[config.mk]
export PLATFORM = sky130hd
export DESIGN_NAME = opx_exec
export DESIGN_NICKNAME = d
export VERILOG_FILES = /design/src/rtl/opx_pkg.sv /design/src/rtl/opx_decode.sv /design/src/rtl/opx_alu.sv /design/src/rtl/opx_regfile.sv /design/src/rtl/opx_exec.sv
export SDC_FILE = /design/constraint.sdc
export NUM_CORES = 1
export LEC_CHECK = 0
export BUFFER_PORTS_ARGS = -buffer_cell sky130_fd_sc_hd__buf_2
export CORE_MARGIN = 3
export CORE_UTILIZATION = 63
export CTS_CLUSTER_DIAMETER = 80
export DETAILED_ROUTE_END_ITERATION = 12
export HOLD_SLACK_MARGIN = 0.02
export PLACE_DENSITY = 0.88
export SLEW_MARGIN = 20
export SYNTH_ARGS = -nofsm -noshare
export SYNTH_HDL_FRONTEND = slang
export SYNTH_HIERARCHICAL = 1
export SYNTH_SLANG_ARGS = --single-unit
[constraint.sdc]
create_clock -name clk -period 4.8 [get_ports clk]
set_clock_uncertainty 0.15 [all_clocks]
set_input_delay 0.24 -clock clk [delete_from_list [all_inputs] [get_ports clk]]
set_output_delay 0.24 -clock clk [all_outputs]
set_load 0.02 [all_outputs]
[src/rtl/opx_pkg.sv]
package opx_pkg;
    localparam int INSTR_W = 16;
    localparam int IMM_W   = 5;

    typedef enum logic [1:0] {
        K_NONE = 2'd0,
        K_ADD  = 2'd1,
        K_AND  = 2'd2,
        K_NOT  = 2'd3
    } kind_e;

    typedef struct packed {
        logic n;
        logic z;
        logic p;
    } cc_t;
endpackage

[src/rtl/opx_decode.sv]
module opx_decode
    import opx_pkg::*;
#(
    parameter int DATA_W = 16,
    parameter int AW     = 3
) (
    input  logic               in_valid,
    input  logic [INSTR_W-1:0] in_instr,
    output kind_e              kind,
    output logic [AW-1:0]      dst,
    output logic [AW-1:0]      sr1,
    output logic [AW-1:0]      sr2,
    output logic               use_imm,
    output logic [DATA_W-1:0]  imm
);
    localparam int EXT_W = DATA_W - IMM_W;

    always_comb begin
        kind = K_NONE;
        if (in_valid) begin
            unique case (in_instr[15:12])
                4'b0001: kind = K_ADD;
                4'b0101: kind = K_AND;
                4'b1001: kind = K_NOT;
                default: kind = K_NONE;
            endcase
        end
        dst     = in_instr[11:9];
        sr1     = in_instr[8:6];
        sr2     = in_instr[2:0];
        use_imm = in_instr[5];
        imm     = {{EXT_W{in_instr[IMM_W-1]}}, in_instr[IMM_W-1:0]};
    end
endmodule

[src/rtl/opx_alu.sv]
module opx_alu
    import opx_pkg::*;
#(
    parameter int DATA_W = 16
) (
    input  kind_e             kind,
    input  logic [DATA_W-1:0] opa,
    input  logic [DATA_W-1:0] opb,
    output logic [DATA_W-1:0] res
);
    always_comb begin
        unique case (kind)
            K_ADD:   res = opa + opb;
            K_AND:   res = opa & opb;
            K_NOT:   res = ~opa;
            default: res = opa;
        endcase
    end
endmodule

[src/rtl/opx_regfile.sv]
module opx_regfile #(
    parameter int DATA_W = 16,
    parameter int DEPTH  = 8,
    localparam int AW    = $clog2(DEPTH)
) (
    input  logic              clk,
    input  logic              rst_n,
    input  logic              we,
    input  logic [AW-1:0]     waddr,
    input  logic [DATA_W-1:0] wdata,
    input  logic [AW-1:0]     raddr_a,
    input  logic [AW-1:0]     raddr_b,
    output logic [DATA_W-1:0] rdata_a,
    output logic [DATA_W-1:0] rdata_b
);
    logic [DATA_W-1:0] mem_q [DEPTH];
    logic [DATA_W-1:0] mem_d [DEPTH];

    // reads see the pre-edge contents
    assign rdata_a = mem_q[raddr_a];
    assign rdata_b = mem_q[raddr_b];

    for (genvar i = 0; i < DEPTH; i++) begin : g_ent
        always_comb begin
            mem_d[i] = mem_q[i];
            if (we && waddr == AW'(i)) mem_d[i] = wdata;
        end

        always_ff @(posedge clk or negedge rst_n) begin
            if (!rst_n) mem_q[i] <= '0;
            else        mem_q[i] <= mem_d[i];
        end

        // an entry that is not addressed by a write keeps its value
        a_r7_entry_hold: assert property (@(posedge clk) disable iff (!rst_n)
            !(we && waddr == AW'(i)) |=> $stable(mem_q[i]));
    end
endmodule

[src/rtl/opx_exec.sv]
module opx_exec
    import opx_pkg::*;
#(
    parameter int DATA_W = 16,
    parameter int NREG   = 8
) (
    input  logic               clk,
    input  logic               rst_n,
    input  logic               in_valid,
    input  logic [INSTR_W-1:0] in_instr,
    output logic               wr_valid,
    output logic [2:0]         wr_dst,
    output logic [DATA_W-1:0]  wr_data,
    output logic               flag_n,
    output logic               flag_z,
    output logic               flag_p
);
    localparam int AW = $clog2(NREG);

    typedef struct packed {
        cc_t               cc;
        logic              wv;
        logic [AW-1:0]     wd;
        logic [DATA_W-1:0] wdat;
    } st_t;

    st_t st_d, st_q;

    kind_e             kind;
    logic [AW-1:0]     dst, sr1, sr2;
    logic              use_imm;
    logic [DATA_W-1:0] imm, rd_a, rd_b, opb, res;
    logic              accept;

    opx_decode #(.DATA_W(DATA_W), .AW(AW)) u_dec (
        .in_valid (in_valid),
        .in_instr (in_instr),
        .kind     (kind),
        .dst      (dst),
        .sr1      (sr1),
        .sr2      (sr2),
        .use_imm  (use_imm),
        .imm      (imm)
    );

    assign accept = (kind != K_NONE);
    assign opb    = use_imm ? imm : rd_b;

    opx_regfile #(.DATA_W(DATA_W), .DEPTH(NREG)) u_rf (
        .clk     (clk),
        .rst_n   (rst_n),
        .we      (accept),
        .waddr   (dst),
        .wdata   (res),
        .raddr_a (sr1),
        .raddr_b (sr2),
        .rdata_a (rd_a),
        .rdata_b (rd_b)
    );

    opx_alu #(.DATA_W(DATA_W)) u_alu (
        .kind (kind),
        .opa  (rd_a),
        .opb  (opb),
        .res  (res)
    );

    always_comb begin
        st_d    = st_q;
        st_d.wv = 1'b0;
        if (accept) begin
            st_d.wv   = 1'b1;
            st_d.wd   = dst;
            st_d.wdat = res;
            st_d.cc.n = res[DATA_W-1];
            st_d.cc.z = (res == '0);
            st_d.cc.p = !res[DATA_W-1] && (res != '0);
        end
    end

    always_ff @(posedge clk or negedge rst_n) begin
        if (!rst_n) begin
            st_q      <= '0;
            st_q.cc.z <= 1'b1;
        end else begin
            st_q <= st_d;
        end
    end

    assign wr_valid = st_q.wv;
    assign wr_dst   = 3'(st_q.wd);
    assign wr_data  = st_q.wdat;
    assign flag_n   = st_q.cc.n;
    assign flag_z   = st_q.cc.z;
    assign flag_p   = st_q.cc.p;

    a_r6_one_flag: assert property (@(posedge clk) disable iff (!rst_n)
        $onehot({flag_n, flag_z, flag_p}));

    a_r6_flag_sign: assert property (@(posedge clk) disable iff (!rst_n)
        wr_valid |-> (flag_n == wr_data[DATA_W-1]) && (flag_z == (wr_data == '0)));

    a_r7_idle_hold: assert property (@(posedge clk) disable iff (!rst_n)
        !accept |=> !wr_valid && $stable({flag_n, flag_z, flag_p}));

    a_r9_writeback: assert property (@(posedge clk) disable iff (!rst_n)
        accept |=> wr_valid && (wr_dst == 3'($past(dst))));
endmodule

==> results of run 1 <==
==> metrics by stage <==
| stage | hold slack [ns] | cell area, µm² | power [mW] | setup WS, ns | std cells |
|---|---|---|---|---|---|
| 4_1_cts | 0.106 | 10100 | 3.38 | 0.581 | 853 |
| 3_5_place_dp | 0.263 | 9520 | 2.02 | 0.393 | 822 |
| 6_report | 0.120 | 10100 | 3.37 | 0.543 | 853 |
| 5_1_grt | 0.137 | 10100 | 3.49 | 0.349 | 853 |
| 3_3_place_gp | 0.234 | 9520 | 1.98 | 0.563 | 822 |
| 2_1_floorplan | -0.206 | 9380 | 1.85 | 0.699 | 647 |
==> power groups by stage <==
stage                     Clock (mW)  Sequential (mW)  Combinational, mW
after floorplan                    0             1.47              0.382
after global placement             0             1.44              0.539
after detailed placement           0             1.46              0.563
after CTS                       1.37             1.44              0.570
after global routing            1.42             1.45              0.614
final                           1.36             1.44              0.573
==> per-layer routing <==
layer,vias to the layer above,global-route usage,part of all wire
li1,2538,-,-
met1,3181,0.384,0.40
met2,321,0.480,0.49
met3,80,0.0758,0.073
met4,0,0.128,0.033
met5,-,0,0
==> registers in the layout, indices dropped and copies added, names as in the netlist <==
signal      cells
u_rf/mem_q    128
wr_valid        1
flag_p          1
wr_data        16
flag_z          1
wr_dst          3
==> area by class of cell <==
class / count / area, µm² / share of cell area
tap: 180 / 225 / 0.0222
clock buffer: 19 / 443 / 0.0437
sequential: 150 / 3750 / 0.371
timing repair buffer: 66 / 402 / 0.0396
multi-input combinational: 423 / 5140 / 0.507
clock inverter: 11 / 154 / 0.0152
inverter: 4 / 15.0 / 0.00148
==> placed cells by master (no fill, tap or decap), types with 4 or more instances in the layout <==
master / synthesis / layout
sky130_fd_sc_hd__buf_4: 31 / 24
sky130_fd_sc_hd__clkbuf_16: 0 / 17
sky130_fd_sc_hd__nor4_1: 4 / 4
sky130_fd_sc_hd__o211ai_1: 5 / 5
sky130_fd_sc_hd__nor2_1: 8 / 6
sky130_fd_sc_hd__o21ai_1: 6 / 7
sky130_fd_sc_hd__mux2i_1: 10 / 10
sky130_fd_sc_hd__nand3_1: 4 / 4
sky130_fd_sc_hd__nor2b_1: 4 / 4
sky130_fd_sc_hd__inv_1: 4 / 4
sky130_fd_sc_hd__xnor2_1: 7 / 7
sky130_fd_sc_hd__dfrtp_1: 149 / 149
sky130_fd_sc_hd__clkinvlp_4: 0 / 5
sky130_fd_sc_hd__mux4_1: 56 / 56
sky130_fd_sc_hd__ha_1: 16 / 16
sky130_fd_sc_hd__a21o_1: 8 / 8
sky130_fd_sc_hd__o21ai_0: 13 / 12
sky130_fd_sc_hd__buf_2: 9 / 40
sky130_fd_sc_hd__mux4_2: 8 / 8
sky130_fd_sc_hd__a21oi_1: 19 / 19
sky130_fd_sc_hd__nand2_1: 16 / 16
sky130_fd_sc_hd__xor2_1: 7 / 7
sky130_fd_sc_hd__mux2_2: 196 / 196
==> path summary, 6_finish.rpt <==
path	start	to	depth (start not counted)
worst max-delay path	u_rf/mem_q[96]$_DFFE_PN0P_	flag_p$_DFFE_PN0P_	14
worst min-delay path	in_instr[11]	wr_dst[2]$_DFFE_PN0P_	2
worst max register to register	u_rf/mem_q[96]$_DFFE_PN0P_	flag_p$_DFFE_PN0P_	14
worst min register to register	wr_data[5]$_DFFE_PN0P_	wr_data[5]$_DFFE_PN0P_	1
max in group asynchronous	rst_n	u_rf/mem_q[116]$_DFFE_PN0P_	3
min in group asynchronous	rst_n	wr_data[3]$_DFFE_PN0P_	2
==> logic make-up after synthesis <==
group,count (synthesis)
multiplexers,270
AND/OR/NAND/NOR,53
AO/OA/AOI/OAI,69
buffers and inverters,74
adder cells (fa/ha/maj),17
XOR/XNOR,14
flip-flops,150
==> timing repair <==
item | 4_1_cts | 5_1_grt
setup endpoints to repair | 0 | 0
endpoints found under the hold margin | 102 | 0
setup buffers | 0 | 0
hold buffers | 1 | 0
==> out/results.md, run 1 <==
| Metric | Reported |
| --- | --- |
| Fin. max-slew vios | 0 |
| Share of the clock period used by the worst path after layout | 0.887 |
| Cell Pwr Density | 333 nW/µm² |
| HPWL after detailed placement | 15000 µm |
| Crit start category | register |
| Final net count | 698 |
| Xor and xnor area share after synthesis | 0.0131 |
| Mapped Cells | 647 |
| Kind of critical path | reg -> reg |
| GRT overflow | 0 |
| Number of gates given a new drive strength after cts | 0 |
| Clock slew at the register clock pins of the worst setup and hold paths | 0.06 ns |
| Initial DRT Pass Iterations | 5 |
| Async SR Flop Fraction | 1.00 |
| Residual DRC count | 0 |
| Part of the total power dissipated in the clock network | 0.403 |
| Via-per-instance ratio | 7.17 |
| # port buffers | 41 |
| Transition time at the pin with the least slew margin | 1.06 ns |
| Post-DR wirelength/cell | 27.1 µm |
| Combinational family with the most area after synthesis | multiplexers |
| ANT cells | 0 |
| Initial antenna violation count | 0 |
| Kind of cell with the highest combined delay on the critical path | compound AO/OA/AOI/OAI gates |
| Portion of the post-synthesis area used by sequential elements | 0.400 |
| Final GP Congestion | 0.916 |
| Power spent charging and discharging nets | 915 µW |
| Cell with the biggest individual delay on the critical path | sky130_fd_sc_hd__a21oi_1 |
| Total Routed Length | 23100 µm |
| Shortest clock period the worst path allows after layout | 4.26 ns |
| Via count of the first global-routing pass | 6636 |
| Number of enable flip-flop cells after synthesis | 0 |
| Cell breakdown of the critical path | mux4_1 > mux2_2 > mux2_2 > ha_1 > fa_1 > a21o_2 > nand3_2 > a31oi_4 > a31o_4 > xnor2_1 > a21oi_1 > nor4_1 > nand4_1 > a22o_1 |
| Post-DRT Antenna Nets | 0 |
| Internal power | 2.46 mW |
| Synthesized-area fraction occupied by ao, oa, aoi and oai cells | 0.0491 |
| Number of warnings printed during yosys synthesis | 6 |
| Critical path data arrival time | 4.47 ns |
| Post-synthesis adder-cell area fraction | 0.0235 |
| Dominant cells by area after synthesis | sky130_fd_sc_hd__dfrtp_1, sky130_fd_sc_hd__mux2_2, sky130_fd_sc_hd__mux4_1, sky130_fd_sc_hd__buf_4, sky130_fd_sc_hd__ha_1 |
| Number of buffers inserted during clock tree synthesis | 17 |
| Top fanout value on the critical path | 10 |
| Count of endpoints failing hold in the final timing report | 0 |
| Final setup fails | 0 |
| Horiz. Die Dim | 128 µm |
| Synth unique cells | 52 |
| Effective utilization at floorplan | 0.660 |
| Via count | 6120 |
| Std cell rows | 43 |
| Crit. End Element | register |
| Clock root buffer | sky130_fd_sc_hd__clkbuf_16 |
| Required time of the worst setup path | 5.02 ns |
| Combinational share of power | 0.170 |
| Prevailing post-synth register cell | sky130_fd_sc_hd__dfrtp_1 |
| Leakage power | 5.09 nW |
| Area Growth Syn to Fin | 8.03% |
| IO Count | 42 |
| Mux contribution to synthesized area | 0.422 |
| Area share of the largest cell type after synthesis | 0.398 |
| Leading area contributor after synthesis | sky130_fd_sc_hd__dfrtp_1 |
| Height of the die | 128 µm |
| Number of sinks handled by clock tree synthesis | 150 |
| Fraction of final layout cells sized beyond drive strength 1 | 0.473 |
| Count of routing violations after the opening detailed-route iteration | 467 |
| Setup repair after global routing missed its margin | false |
| Post-synthesis sequential element count | 150 |
| Top-count cell post-synth | sky130_fd_sc_hd__mux2_2 |
| Number of fillers in the final layout | 847 |
| Average cell area after synthesis | 14.5 µm² |
| Net switching fraction of the power | 0.271 |
| List of most frequent post-synthesis cells | sky130_fd_sc_hd__mux2_2, sky130_fd_sc_hd__dfrtp_1, sky130_fd_sc_hd__mux4_1 |
| Simple-gate share of the synthesized area | 0.0362 |
| Cell with the most instances on the worst path | sky130_fd_sc_hd__mux2_2 |
| Slowest Stage Delay on Critical Path | 0.66 ns |
| Maximum clock insertion buffer count | 2 |
| Crit path buf inv count | 0 |
| Worst vdd rail ir drop | 356 µV |
| Total global routing track utilization | 0.297 |
| Run status | completed |
| Htree depth | 4 |
| Synth Net Count | 683 |
| Class of the most critical hold timing path | in -> reg |
| Combined area of all synthesized cells | 9380 µm² |
| Clock insertion delay at the later pin of the skew report | 0.43 ns |
| Maximum Capacitance Violations | 0 |
| R2R Setup Slk | 0.54 ns |
| Pin count of the biggest net entering global routing | 105 |
| Final Core Density | 0.713 |
| Relative slew slack | 0.292 |
| TritonCTS clock tree | yes |
| Accumulated negative setup slack | 0 ns |
| Area of the placeable core | 14200 µm² |
| Sequential share of power | 0.427 |
| Wire length of the first global-routing pass | 36700 µm |
| Fmax | 235 MHz |
| Die Area | 16400 µm² |
Power figures use the tool's default switching activity.
==> inputs of run 2 (changes only) <==
ABC_AREA = 1   (was default)
==> run 2 against run 1 <==
Synthesized cell count grew 150%. Maximum frequency increased by 16%. Flip-flop and latch count did not move. Core utilization down 0.95 points. Clock-buffer cell count is 2 lower. Non-clock buffer count unchanged. Via count up 68%. Critical path depth grew 9. Design area increased by 7.6%. Largest power group unchanged. Wire length up 27%. Sequential share of layout area decreased by 2.6 points. Combinational power increased by 120%.
==> out/results.md, run 2 <==
| Metric | Reported | Change |
| --- | --- | --- |
| # port buffers | 41 | unchanged |
| Count of routing violations after the opening detailed-route iteration | 1230 | +160% |
| Worst setup path startpoint | in_instr[1] |  |
| Via count | 10300 | +68% |
| Initial antenna violation count | 0 | unchanged |
| Pin count of the biggest net entering global routing | 114 | +8.6% |
| Slowest Stage Delay on Critical Path | 0.79 ns | +0.13 ns |
| Synth Net Count | 1622 | +140% |
| Via count of the first global-routing pass | 9780 | +47% |
| Post-CTS Repair Setup Buffers | 0 | unchanged |
| IO Count | 42 | unchanged |
| Maximum Capacitance Violations | 0 | unchanged |
| Effective utilization at floorplan | 0.656 | -0.00455 |
| Final GP Congestion | 1.06 | +16% |
| List of most frequent post-synthesis cells | sky130_fd_sc_hd__nand2_1, sky130_fd_sc_hd__inv_1, sky130_fd_sc_hd__nand3_1 |  |
| HPWL after detailed placement | 18900 µm | +26% |
| Wire length of the first global-routing pass | 47800 µm | +30% |
| Area of the placeable core | 15500 µm² | +9.0% |
| Worst reg2reg path endpoint | flag_p$_DFFE_PN0P_ |  |
| Fin. max-slew vios | 0 | unchanged |
| Cell with the biggest individual delay on the critical path | sky130_fd_sc_hd__inv_1 |  |
| Relative slew slack | 0.263 | -0.0290 |
| GRT overflow | 0 | unchanged |
| Setup Slack @ Placement | 0.802 ns | +0.409 ns |
| Prevailing post-synth register cell | sky130_fd_sc_hd__dfrtp_1 |  |
| ANT cells | 0 | unchanged |
| Smallest setup slack after layout | 1.13 ns | +0.582 ns |
| Number of sinks handled by clock tree synthesis | 150 | unchanged |
| Number of fillers in the final layout | 1340 | +58% |
| Number of warnings printed during yosys synthesis | 6 | unchanged |
| R2R depth | 21 | +7 |
| Most frequent standard cell in the layout excluding fill and tap cells | sky130_fd_sc_hd__nand2_1 |  |
| Mapped Cells | 1586 | +150% |
| Leakage power | 6.09 nW | +20% |
| Cell Pwr Density | 396 nW/µm² | +19% |
| Htree depth | 4 | unchanged |
| Top-count cell post-synth | sky130_fd_sc_hd__nand2_1 |  |
| Area share of the largest cell type after synthesis | 0.367 | -0.0303 |
| Crit start category | input port |  |
| Post-DRT Antenna Nets | 0 | unchanged |
| Count of endpoints failing hold in the final timing report | 0 | unchanged |
| Fraction of final layout cells sized beyond drive strength 1 | 0.0798 | -0.393 |
| Average cell area after synthesis | 6.40 µm² | -56% |
| Final net count | 1601 | +130% |
| Die Area | 17700 µm² | +7.9% |
| R2R Path Start | u_rf/mem_q[96]$_DFFE_PN0P_ |  |
| Initial DRT Pass Iterations | 6 | +1 |
| Accumulated negative setup slack | 0 ns | unchanged |
| Area Growth Syn to Fin | 7.33% |  |
| Critical path data arrival time | 3.85 ns | -0.62 ns |
| Number of buffers inserted during clock tree synthesis | 17 | unchanged |
| Combined area of all synthesized cells | 10200 µm² | +8.3% |
| Synth unique cells | 32 | -38% |
| Transition time at the pin with the least slew margin | 1.10 ns | +0.0423 ns |
| Residual DRC count | 0 | unchanged |
| Total Routed Length | 29300 µm | +27% |
| Fmax | 272 MHz | +16% |
| Commonest non-fill, non-tap cells in the layout | sky130_fd_sc_hd__nand2_1, sky130_fd_sc_hd__inv_1, sky130_fd_sc_hd__nand3_1, sky130_fd_sc_hd__dfrtp_1, sky130_fd_sc_hd__o21ai_0 |  |
| Run status | completed |  |
| Largest reg by FF count | u_rf/mem_q |  |
| R2R Setup Slk | 1.33 ns | +0.79 ns |
| Std cell rows | 45 | +4.7% |
| Dominant cells by area after synthesis | sky130_fd_sc_hd__dfrtp_1, sky130_fd_sc_hd__nand2_1, sky130_fd_sc_hd__nand3_1, sky130_fd_sc_hd__inv_1, sky130_fd_sc_hd__o21ai_0 |  |
| Height of the die | 133 µm | +3.9% |
| Required time of the worst setup path | 4.98 ns | -0.04 ns |
| Setup repair after global routing missed its margin | false |  |
| Number of enable flip-flop cells after synthesis | 0 | unchanged |
| Final Power | 4.32 mW | +28% |
| Horiz. Die Dim | 133 µm | +3.9% |
| Cell breakdown of the critical path | buf_2 > inv_1 > buf_4 > nand3_1 > nand2_1 > nand2_1 > nand2_1 > mux2_4 > ha_1 > nand2_1 > inv_1 > a21oi_1 > nand2_1 > nand2_1 > nand3_1 > nand3_1 > nand3_1 > nor2_1 > nand2_1 > nor2_1 > nand2_1 > nand2_1 > nand2_1 |  |
| Cell with the most instances on the worst path | sky130_fd_sc_hd__nand2_1 |  |
| Worst vdd rail ir drop | 312 µV | -12% |
| Shortest clock period the worst path allows after layout | 3.67 ns | -0.582 ns |
| Post-DR wirelength/cell | 16.4 µm | -39% |
| TritonCTS clock tree | yes |  |
| Final setup fails | 0 | unchanged |
| Maximum clock insertion buffer count | 2 | unchanged |
| Total global routing track utilization | 0.334 | +0.0370 |
| Class of the most critical hold timing path | in -> async |  |
| Post-synthesis sequential element count | 150 | unchanged |
| Worst setup path endpoint | flag_p$_DFFE_PN0P_ |  |
| Share of the clock period used by the worst path after layout | 0.766 | -0.121 |
| Clock root buffer | sky130_fd_sc_hd__clkbuf_16 |  |
| Portion of the post-synthesis area used by sequential elements | 0.370 | -0.0306 |
| Async SR Flop Fraction | 1.00 | unchanged |
| Clock insertion delay at the later pin of the skew report | 0.44 ns | about the same |
| Kind of critical path | in -> reg |  |
| Top fanout value on the critical path | 25 | +15 |
| Crit. End Element | register |  |
| Clock slew at the register clock pins of the worst setup and hold paths | 0.06 ns | about the same |
| Leading area contributor after synthesis | sky130_fd_sc_hd__dfrtp_1 |  |
| Max FFs per register | 128 | unchanged |
| Via-per-instance ratio | 5.75 | -20% |
run 2: cell count changes after synthesis, moves of 12 or more:
cell,change
sky130_fd_sc_hd__nand2_1,+710
sky130_fd_sc_hd__inv_1,+196
sky130_fd_sc_hd__mux2_2,-190
sky130_fd_sc_hd__nand3_1,+155
sky130_fd_sc_hd__o21ai_0,+119
sky130_fd_sc_hd__mux4_1,-56
sky130_fd_sc_hd__buf_2,+41
sky130_fd_sc_hd__nor2_1,+20
sky130_fd_sc_hd__buf_6,-14
sky130_fd_sc_hd__clkbuf_1,+13
sky130_fd_sc_hd__a21oi_1,-12
run 2: repair_timing:
action / in CTS / in global routing
endpoints found under the hold margin: 115 / 0
hold buffers: 4 / 0
gates resized for setup: 0 / 0
run 2: cell type report:
| type | instances | area, µm² | area share |
|---|---|---|---|
| Multi-Input combinational cell | 1125 | 5040 | 0.462 |
| Sequential cell | 150 | 3750 | 0.345 |
| Inverter | 205 | 769 | 0.0706 |
| Timing Repair Buffer | 66 | 454 | 0.0417 |
| Clock buffer | 17 | 425 | 0.0390 |
| Tap cell | 211 | 264 | 0.0242 |
| Clock inverter | 15 | 189 | 0.0173 |
run 2: power by group:
| group | internal [mW] | switching (mW) |
|---|---|---|
| clock network | 0.790 | 0.602 |
| registers | 1.52 | 0.131 |
| logic | 0.416 | 0.853 |
run 2: worst min path at each step:
stage	startpoint	end	slack, ns	cells after the start
after floorplan	rst_n	flag_p$_DFFE_PN0P_	-0.21	0
after global placement	rst_n	u_rf/mem_q[110]$_DFFE_PN0P_	0.30	1
after detailed placement	rst_n	u_rf/mem_q[110]$_DFFE_PN0P_	0.31	1
after CTS	in_instr[14]	wr_data[3]$_DFFE_PN0P_	0.31	6
after global routing	rst_n	u_rf/mem_q[78]$_DFFE_PN0P_	0.17	2
final	rst_n	u_rf/mem_q[110]$_DFFE_PN0P_	0.13	2
run 2: metal layers:
layer / wire [µm] / GRT usage / vias to the layer above
met2: 13600 / 0.544 / 659
met1: 11300 / 0.422 / 4674
met5: 0 / 0 / -
li1: - / - / 4820
met4: 1370 / 0.187 / 0
met3: 3070 / 0.0593 / 132
run 2: critical path: cells and delay by family:
family / cells / cell delay, ns
mux: 1 / 0.14
fa+ha+maj: 1 / 0.28
compound gates: 1 / 0.15
buf+inv: 4 / 1.29
simple gates: 16 / 1.74
run 2: cells by family (layout without fill, tap and decap cells):
logic type | after synthesis | count (layout) | share of synthesized area
buffers and inverters | 311 | 303 | 0.134
AO/OA/AOI/OAI | 152 | 152 | 0.0775
multiplexers | 16 | 16 | 0.0214
adder cells (fa/ha/maj) | 17 | 17 | 0.0217
AND/OR/NAND/NOR | 940 | 940 | 0.375
flip-flops | 150 | 150 | 0.370
run 2: stage by stage:
stage	hold WS, ns	area (µm²)	instances	utilization
finish	0.130	10900	1789	0.704
global route	0.174	10900	1789	0.704
CTS	0.315	10900	1788	0.702
detailed placement	0.311	10200	1752	0.660
global placement	0.303	10200	1752	0.659
floorplan	-0.206	10200	1586	-
==> inputs of run 3 (changes only) <==
CORE_UTILIZATION = 57   (was 63)
PLACE_DENSITY = 0.84   (was 0.88)
clock period = 3.3 ns   (was 4.8 ns; I/O delays follow)
==> run 3 against run 2 <==
Clock-buffer cell count is 1 higher. Worst setup slack lost 0.93 ns. Clock power increased by 40%. Register-to-register slack got worse by 1.1 ns. Design area grew 3.7%. Wire length up 4.2%. Final cell count rose by 2.8%. Critical path type is now reg -> reg.
==> out/results.md, run 3 (same netlist as run 2, synthesis figures left out) <==
| Metric | Reported | Change |
| --- | --- | --- |
| Crit path buf inv count | 1 | -3 |
| Die Area | 19400 µm² | +10% |
| Via count of the first global-routing pass | 9731 | -0.50% |
| Most frequent standard cell in the layout excluding fill and tap cells | sky130_fd_sc_hd__nand2_1 |  |
| Worst setup path endpoint | flag_p$_DFFE_PN0P_ |  |
| Post-DRT Antenna Nets | 0 | unchanged |
| Class of the most critical hold timing path | in -> async |  |
| IO Count | 42 | unchanged |
| Via count | 10300 | +0.45% |
| Shortest clock period the worst path allows after layout | 3.10 ns |  |
| GRT overflow | 0 | unchanged |
| Fraction of final layout cells sized beyond drive strength 1 | 0.112 | +0.0323 |
| Effective utilization at floorplan | 0.585 | -0.0707 |
| Initial antenna violation count | 1 | +1 |
| Maximum clock insertion buffer count | 2 | unchanged |
| Number of buffers inserted during clock tree synthesis | 17 | unchanged |
| Final GP Congestion | 1.08 | +2.1% |
| Required time of the worst setup path | 3.48 ns | -1.50 ns |
| Htree depth | 4 | unchanged |
| Stages on the worst setup path | 23 | unchanged |
| Final net count | 1637 | +2.2% |
| Total Routed Length | 30500 µm | +4.2% |
| Largest reg by FF count | u_rf/mem_q |  |
| Area Growth Syn to Fin | 11.3% |  |
| Cell with the most instances on the worst path | sky130_fd_sc_hd__nand2_1 |  |
| Clock insertion delay at the later pin of the skew report | 0.43 ns | about the same |
| Total global routing track utilization | 0.317 | -0.0176 |
| Max FFs per register | 128 | unchanged |
| Post-DR wirelength/cell | 16.6 µm | +1.4% |
| Maximum Capacitance Violations | 0 | unchanged |
| Worst hold-check slack | 0.156 ns | +0.0257 ns |
| Critical path data arrival time | 3.28 ns | -0.57 ns |
| Std cell rows | 48 | +6.7% |
| Fin. max-slew vios | 0 | unchanged |
| Fmax | 322 MHz |  |
| Worst setup path startpoint | u_rf/mem_q[32]$_DFFE_PN0P_ |  |
| ANT cells | 0 | unchanged |
| Leakage power | 6.29 nW | +3.3% |
| Run status | completed |  |
| Number of fillers in the final layout | 1560 | +16% |
| Cell breakdown of the critical path | inv_2 > nand2_1 > nand3_1 > nand2_1 > nand2_1 > nand2_1 > mux2_4 > ha_4 > fa_2 > nand2_2 > nand2_2 > nand3_2 > nand2_2 > nand2_2 > nand3b_1 > nand3_2 > nand3b_1 > nor2_1 > nand2_1 > nor2_2 > nand2_1 > nand2_1 > nand2_1 |  |
| # port buffers | 41 | unchanged |
| Horiz. Die Dim | 139 µm | +4.9% |
| Via-per-instance ratio | 5.62 | -2.3% |
| R2R Path Start | u_rf/mem_q[32]$_DFFE_PN0P_ |  |
| Dpl cells | 1802 | +2.9% |
| R2R Setup Slk | 0.20 ns | -1.13 ns |
| Relative slew slack | 0.453 | +0.190 |
| Transition time at the pin with the least slew margin | 0.820 ns | -0.284 ns |
| Crit. End Element | register |  |
| Area of combinational cells with multiple inputs | 5100 µm² | +1.2% |
| Pin count of the biggest net entering global routing | 74 | -35% |
| Clock root buffer | sky130_fd_sc_hd__clkbuf_16 |  |
| Wire length of the first global-routing pass | 49700 µm | +4.0% |
| Cell with the biggest individual delay on the critical path | sky130_fd_sc_hd__dfrtp_1 |  |
| Final setup fails | 0 | unchanged |
| Cell Pwr Density | 561 nW/µm² | +41% |
| Initial DRT Pass Iterations | 7 | +1 |
| Residual DRC count | 0 | unchanged |
| Area of the placeable core | 17400 µm² | +12% |
| Sequential Area | 3750 µm² | unchanged |
| Count of routing violations after the opening detailed-route iteration | 1095 | -11% |
| Worst reg2reg path endpoint | flag_p$_DFFE_PN0P_ |  |
| Share of the clock period used by the worst path after layout | 0.941 |  |
| Crit start category | register |  |
| Kind of cell with the highest combined delay on the critical path | simple AND/OR/NAND/NOR gates |  |
| Clock slew at the register clock pins of the worst setup and hold paths | 0.07 ns | about the same |
| Number of standard cells in the final layout excluding fillers | 1839 | +2.8% |
| TritonCTS clock tree | yes |  |
| Slowest Stage Delay on Critical Path | 0.40 ns | -0.39 ns |
| Top fanout value on the critical path | 4 | -84% |
| Number of sinks handled by clock tree synthesis | 150 | unchanged |
| Kind of critical path | reg -> reg |  |
| Height of the die | 139 µm | +4.9% |
| HPWL after detailed placement | 19900 µm | +5.1% |
| R2R depth | 23 | +9.5% |
| Commonest non-fill, non-tap cells in the layout | sky130_fd_sc_hd__nand2_1, sky130_fd_sc_hd__inv_1, sky130_fd_sc_hd__nand3_1, sky130_fd_sc_hd__dfrtp_1, sky130_fd_sc_hd__o21ai_0 |  |
| Worst vdd rail ir drop | 410 µV | +32% |
| Count of endpoints failing hold in the final timing report | 0 | unchanged |
run 3: cell count changes in the layout (fill, tap and decap cells not counted), sizes merged:
cell | before | now
inv | 212 | 211
clkbuf | 17 | 18
clkinv | 4 | 3
buf | 62 | 98
bufinv | 2 | 1
clkinvlp | 2 | 4
run 3: cell type report:
type | instances | share of cell area
repair buffers | 102 | 0.0712
clock inverters | 14 | 0.0123
multi-input cells | 1125 | 0.451
flip-flops and latches | 150 | 0.332
well taps | 225 | 0.0249
inverters | 205 | 0.0688
clock buffers | 18 | 0.0389
run 3: power breakdown:
group | internal (mW) | switching (mW) | total [mW]
logic | 0.693 | 1.28 | 1.97
clock network | 1.08 | 0.873 | 1.95
registers | 2.22 | 0.193 | 2.41
run 3: through the flow:
stage                     total power, mW  utilization  worst slack, ns  TNS, ns  area [µm²]
after detailed placement             4.32        0.611           0.0361        0       10600
after global routing                 6.75        0.651          -0.0288  -0.0451       11300
final                                6.33        0.651            0.196        0       11300
after CTS                            6.29        0.646           0.0429        0       11200
after global placement               4.26        0.611           0.0476        0       10600
after floorplan                      3.74            -            0.138        0       10200
run 3: worst min-delay path by stage:
stage | end | slack (ns) | cells past startpoint
final | u_rf/mem_q[72]$_DFFE_PN0P_ | 0.16 | 2
after global routing | u_rf/mem_q[57]$_DFFE_PN0P_ | 0.23 | 2
after CTS | u_rf/mem_q[72]$_DFFE_PN0P_ | 0.19 | 2
after detailed placement | u_rf/mem_q[103]$_DFFE_PN0P_ | 0.07 | 1
after global placement | u_rf/mem_q[71]$_DFFE_PN0P_ | 0.07 | 1
after floorplan | flag_p$_DFFE_PN0P_ | -0.28 | 0
run 3: timing repair:
item	CTS	global route
buffers inserted	0	1
endpoints found under the hold margin	74	0
endpoints found under the setup margin	0	51
gates resized for setup	0	24
hold buffers	4	0
run 3: routing by layer:
layer / up-vias / GRT usage / wire length, µm
li1: 4897 / - / -
met2: 587 / 0.494 / 13800
met1: 4716 / 0.428 / 12400
met3: 129 / 0.0570 / 2880
met5: - / 0 / 13
met4: 2 / 0.155 / 1430
